$ cat src/rtl/chain_sel.sv
module chain_sel #(
  parameter int DEPTH = 64,
  localparam int AW = $clog2(DEPTH)
) (
  input  logic             clk,
  input  logic             rst_n,
  input  logic             soft_rst,
  input  logic             cmd_valid,
  input  logic [2:0]       cmd_op,
  input  logic [15:0]      cmd_data,
  input  logic [DEPTH-1:0] valid_vec,
  input  logic             full_in_n,
  output logic             full_out_n,
  output logic             selected,
  output logic             rd_drive,
  output logic [15:0]      rd_data
);
  localparam logic [2:0] OP_WPAGE = 3'd1;
  localparam logic [2:0] OP_WSEL  = 3'd2;
  localparam logic [2:0] OP_MARK  = 3'd3;
  localparam logic [2:0] OP_RNF   = 3'd4;
  localparam logic [2:0] OP_RPAGE = 3'd5;
  localparam logic [15:0] BCAST   = 16'hFFFF;

  logic [15:0]   pa_q, ds_q;
  logic [AW-1:0] nf_q, nf_enc;
  logic          all_valid_q, marked_q;
  logic          responder, bcast;
  logic [15:0]   nf_word;

  always_comb begin
    nf_enc = '0;
    for (int i = DEPTH - 1; i >= 0; i--)
      if (!valid_vec[i]) nf_enc = AW'(i);
  end

  assign bcast      = (ds_q == BCAST);
  assign selected   = bcast || (ds_q == pa_q);
  assign full_out_n = !(!full_in_n && (all_valid_q || marked_q));
  assign responder  = !full_in_n && full_out_n;
  assign nf_word    = {pa_q[4:0], {(11 - AW){1'b0}}, nf_q};

  always_ff @(posedge clk or negedge rst_n) begin
    if (!rst_n) begin
      nf_q        <= '0;
      all_valid_q <= 1'b0;
    end else begin
      nf_q        <= nf_enc;
      all_valid_q <= &valid_vec;
    end
  end

  always_ff @(posedge clk or negedge rst_n) begin
    if (!rst_n) begin
      pa_q <= 16'h0000;
      ds_q <= BCAST;
    end else if (cmd_valid) begin
      if (cmd_op == OP_WPAGE && responder && cmd_data != BCAST) pa_q <= cmd_data;
      if (cmd_op == OP_WSEL) ds_q <= cmd_data;
    end
  end

  always_ff @(posedge clk or negedge rst_n) begin
    if (!rst_n) marked_q <= 1'b0;
    else if (soft_rst) marked_q <= 1'b0;
    else if (cmd_valid && cmd_op == OP_MARK && responder) marked_q <= 1'b1;
  end

  always_ff @(posedge clk or negedge rst_n) begin
    if (!rst_n) begin
      rd_drive <= 1'b0;
      rd_data  <= '0;
    end else begin
      rd_drive <= 1'b0;
      rd_data  <= '0;
      if (!soft_rst && cmd_valid) begin
        if (cmd_op == OP_RNF && selected && responder) begin
          rd_drive <= 1'b1;
          rd_data  <= nf_word;
        end else if (cmd_op == OP_RPAGE && selected && (!bcast || responder)) begin
          rd_drive <= 1'b1;
          rd_data  <= pa_q;
        end
      end
    end
  end
endmodule

$ cat config.mk
export PLATFORM = sky130hd
export DESIGN_NAME = chain_sel
export DESIGN_NICKNAME = d
export VERILOG_FILES = /design/src/rtl/chain_sel.sv
export SDC_FILE = /design/constraint.sdc
export NUM_CORES = 1
export LEC_CHECK = 0
export ABC_AREA = 0
export BUFFER_PORTS_ARGS = -buffer_cell sky130_fd_sc_hd__buf_4
export CORE_MARGIN = 10
export CORE_UTILIZATION = 51
export DETAILED_ROUTE_END_ITERATION = 6
export GPL_ROUTABILITY_DRIVEN = 0
export GPL_TIMING_DRIVEN = 0
export PLACE_DENSITY = 0.8
export SLEW_MARGIN = 20
export SYNTH_ARGS = -nofsm -noshare
export SYNTH_HDL_FRONTEND = slang
export SYNTH_SLANG_ARGS = --single-unit
$ cat constraint.sdc
create_clock -name clk -period 2.75 [get_ports clk]
set_input_delay 0.55 -clock clk [delete_from_list [all_inputs] [get_ports clk]]
set_output_delay 0.55 -clock clk [all_outputs]
set_load 0.005 [all_outputs]
* After elaboration in Yosys (flattened, before gate mapping)
Cells that the tools add are included.
Storage, ports and cells: bits in registers 57, memories kept 0, bits in read-only memories 0, bits in writable memories 0, word-level logic and storage cells 109, bits in latches 0
Cells by class: add/subtract/negate cells 0, equal/unequal tests 8, shifts and indexed selects 0, $lt $le $gt $ge 0, reductions and logical operators 22, div/mod/pow operators 0, multipliers 0, bitwise gates (word level) 0, muxes and demuxes 72
Operators by type and width (number):
- $mux 6 | 64
- $reduce_and 64->1 | 1
- $mux 16 | 3
- $eq 16x16->1 | 1
- $eq 16x16->1 const B | 1
- $ne 16x16->1 const B | 1
- $logic_and 1x1->1 | 11
- $eq 3x2->1 const B | 2
- $eq 3x3->1 const B | 2
- $mux 1 | 5
- $logic_not 1->1 | 4
- $reduce_and 2->1 | 2
- $eq 3x1->1 const B | 1
- $logic_or 1x1->1 | 3
- $reduce_bool 2->1 | 1

* Logic depth before layout (Yosys ltp)
depth in word-level cells 64, gate-level depth with buffers 6

* Worst setup path before layout
OpenSTA, ideal clock, no wires.
path kind reg2reg, start point register ds_q[14], end point register rd_data[11], stages on the path, launching flop included 6, data arrival time 1775 ps, period minus slack after synthesis 1919 ps, required time 2605 ps, setup slack 831 ps, cell sequence dfstp_2 -> nand4_1 -> nor4_4 -> mux2i_1 -> buf_6 -> o32ai_2
On the way: longest elaborated chain between the ends 7, elaborated cells between the ends (all ways) 12
RTL lines:
- start, declared | line 25 | logic [15:0] pa_q, ds_q;
- start signal, assigned | line 59 | if (cmd_op == OP_WSEL) ds_q <= cmd_data;
- $eq 16x16->1, on equally long branches | line 37, 38
- $logic_or 1x1->1 or $logic_not 1->1 (tied branches) | line 38, 80
- $logic_and 1x1->1 or $logic_or 1x1->1 (tied branches) | line 80 | end else if (cmd_op == OP_RPAGE && selected && (!bcast || responder)) begin
- $logic_and 1x1->1 | line 80
- $mux 16 | line 80
- $mux 16 (*) | line 77 | if (cmd_op == OP_RNF && selected && responder) begin
- $mux 16 (*) | line 76 | if (!soft_rst && cmd_valid) begin
- end signal, assigned | line 79 | rd_data <= nf_word;
- end signal, assigned | line 82 | rd_data <= pa_q;
- end, declared | line 16 | output logic [15:0] rd_data
Every way passes the cells marked *; elsewhere a longest branch is shown, timed or not. A chain may end at the register's enable or synchronous reset.

* Worst setup path in the final report
start point register ds_q[15], end point output selected
On the way: longest elaborated chain between the ends 2, elaborated cells between the ends (all ways) 3
RTL lines:
- $eq 16x16->1, on equally long branches | line 37, 38
- $logic_or 1x1->1 (*) | line 38 | assign selected = bcast || (ds_q == pa_q);
- end, declared | line 14 | output logic selected,
Marked as above.

==> flow_summary.ini <==
[outcome]
status = completed

[logic_synthesis]
synth_area_per_cell_sq_um = 9.77
synth_edf_count = 0
ys_seq_area_share_pct = 44.1
ys_ff_latch = 57
syn_area_sq_um = 3280
yosysWarnings = 0
synth_cell_type_count = 52
async_reset_ff_share_pct = 100
synth_cells = 336
synth-main-ff-cell = dfrtp_1
syn_nets = 424

[global_route]
grt_pass1_wl_mm = 15.0
overflow = 0
grt_max_degree = 58
antenna_found_initial = 0
grt_usage_pct = 18.2
grt_pass1_vias = 3164

[placement]
port_buffers = 106
dpl.cell_count = 519
dpl.hpwl_mm = 7.48
placed_cell_area_sq_um = 4180
dp_slack_ns = 0.462

[sta]
hold_viol = 0
fin_tns_setup_ns = 0
slew_headroom_pct = 46.2
skew_ns = 0.0133
rsz0062_at_grt = false
post-route-period-util_pct = 88.6
fmax_ghz = 0.410
fin_crit_ns = 2.44
finalSetupViolCount = 0
worst_pin_slew_ns = 0.806
drv_slew = 0
layout_setup_ws_ns = 0.314

[critical_path]
required_ns = 2.20
crit_slowest_cell = dfstp_2
r2r_cells = 5
path_cells = xnor2_1 > nand4_1 > nor4_2 > or2_2 > buf_4
critPathKind = flip-flop to output pin
startpoint_type = flip-flop
max_stage_delay_ns = 0.56
worstPathMaxFanout = 3
arrival_ns = 1.89
worst_setup_path_end_kind = output pin

[floorplan]
ios = 107
fp.dieH_microns = 100
start_util_pct = 52.0
core.rowCount = 29
die-area_sq_um = 10000
core_area_sq_um = 6310
die_w_microns = 100

[routing]
drt_pre_antenna_iters = 5
drc_errors = 0
vias = 3084
viasPerCell = 5.76
ant_nets = 0
wire_per_inst_microns = 17.2
drt_iter0_drc = 173
drt-total-wl_mm = 9.22

[cells_and_area]
stdcell_count = 535
final_area_sq_um = 4360
diodes = 0
fill_cells = 511
layout_commonest_cell = buf_4
syn_to_final_growth_pct = 32.8
layout.nets = 541
layout_common_cells = buf_4 (106), dfrtp_1 (41), nand2_1 (36)
drive_gt1_share_pct = 38.4

[pwr]
power_density_nw_per_um2 = 524
p_total_mw = 2.29
p_leak_nw = 1.88
irDropWorstVdd_uv = 498

[clock_network]
cts_buffers = 9
holdBufCountCts = 0
htreeDepth = 3
cts_buffer_depth = 2
cts_resized = 0
cts_setup_buffers = 0
cts.sinks = 57
cts-root-buf = clkbuf_8
cts_tree = yes
insertion_delay_ns = 0.34
path_clk_slew_ns = 0.07

[hold_path]
min_path_type = input pin to asynchronous set/reset pin

[job]
cap_viol_max_count = 0
## flip-flops by register name (all words and copies together), names as in the netlist
register,flops
ds_q,16
pa_q,16
rd_data,16
nf_q,6
all_valid_q,1
marked_q,1
rd_drive,1
## cell usage after synthesis (all sizes together), types with 7 or more instances
library cell / number / area [sq um]
dfrtp: 41 / 1030
dfstp: 16 / 420
inv: 28 / 105
mux2: 21 / 236
nand2: 36 / 135
nand3: 14 / 70.1
nand4: 29 / 181
nor2: 13 / 51.3
nor3: 7 / 40.0
o21ai: 21 / 105
o32ai: 11 / 134
xnor2: 16 / 140
## area by class of cell
class	instances	area, sq um	share of cell area [%]
Inverter	28	105	2.41
Clock inverter	2	12.5	0.287
Clock buffer	14	173	3.96
Multi-Input combinational cell	244	1700	38.9
Tap cell	77	96.3	2.21
Sequential cell	57	1450	33.2
Timing Repair Buffer	106	796	18.2
Buffer	7	36.3	0.832
## kinds of logic after synthesis
| logic type | synth area share, % |
|---|---|
| simple gates | 23.1 |
| compound gates | 16.7 |
| flops | 44.1 |
| buf+inv | 4.31 |
| mux | 7.51 |
| xor+xnor | 4.27 |
## report_power, final
part / switching [mW] / internal (mW) / total [mW]
logic: 0.220 / 0.260 / 0.480
clock network: 0.317 / 0.400 / 0.717
registers: 0.0992 / 0.991 / 1.09
total: 0.636 / 1.65 / 2.29
## layer usage
layer / vias to the layer above / routed length [microns] / GRT usage (%)
met4: 0 / 128 / 5.54
li1: 1493 / - / -
met5: - / 0 / 0
met2: 115 / 4490 / 30.7
met1: 1463 / 3960 / 21.6
met3: 13 / 640 / 5.63
## worst max-delay path, delay by kind of cell (launching register included)
family | cells | cell delay [ns]
xor+xnor | 1 | 0.12
buf+inv | 1 | 0.11
flops | 1 | 0.56
simple gates | 3 | 0.76
## stage by stage
| stage | util [%] | hold slack [ns] |
|---|---|---|
| floorplan | - | 0.254 |
| global placement | 66.1 | 0.493 |
| detailed placement | 66.1 | 0.489 |
| CTS | 69.1 | 0.276 |
| global route | 69.1 | 0.300 |
| finish | 69.1 | 0.252 |
## worst paths after layout
kind / startpoint / end / slack [ns]
max: ds_q[15] / selected / 0.31
min in group clk: soft_rst / marked_q / 0.39
min reg2reg: nf_q[5] / rd_data[5] / 0.50
min: rst_n / pa_q[5] / 0.25
max reg2reg: ds_q[14] / rd_data[12] / 0.50
max in group asynchronous: rst_n / rd_drive / 2.02
(Power assumes the default switching activity.)
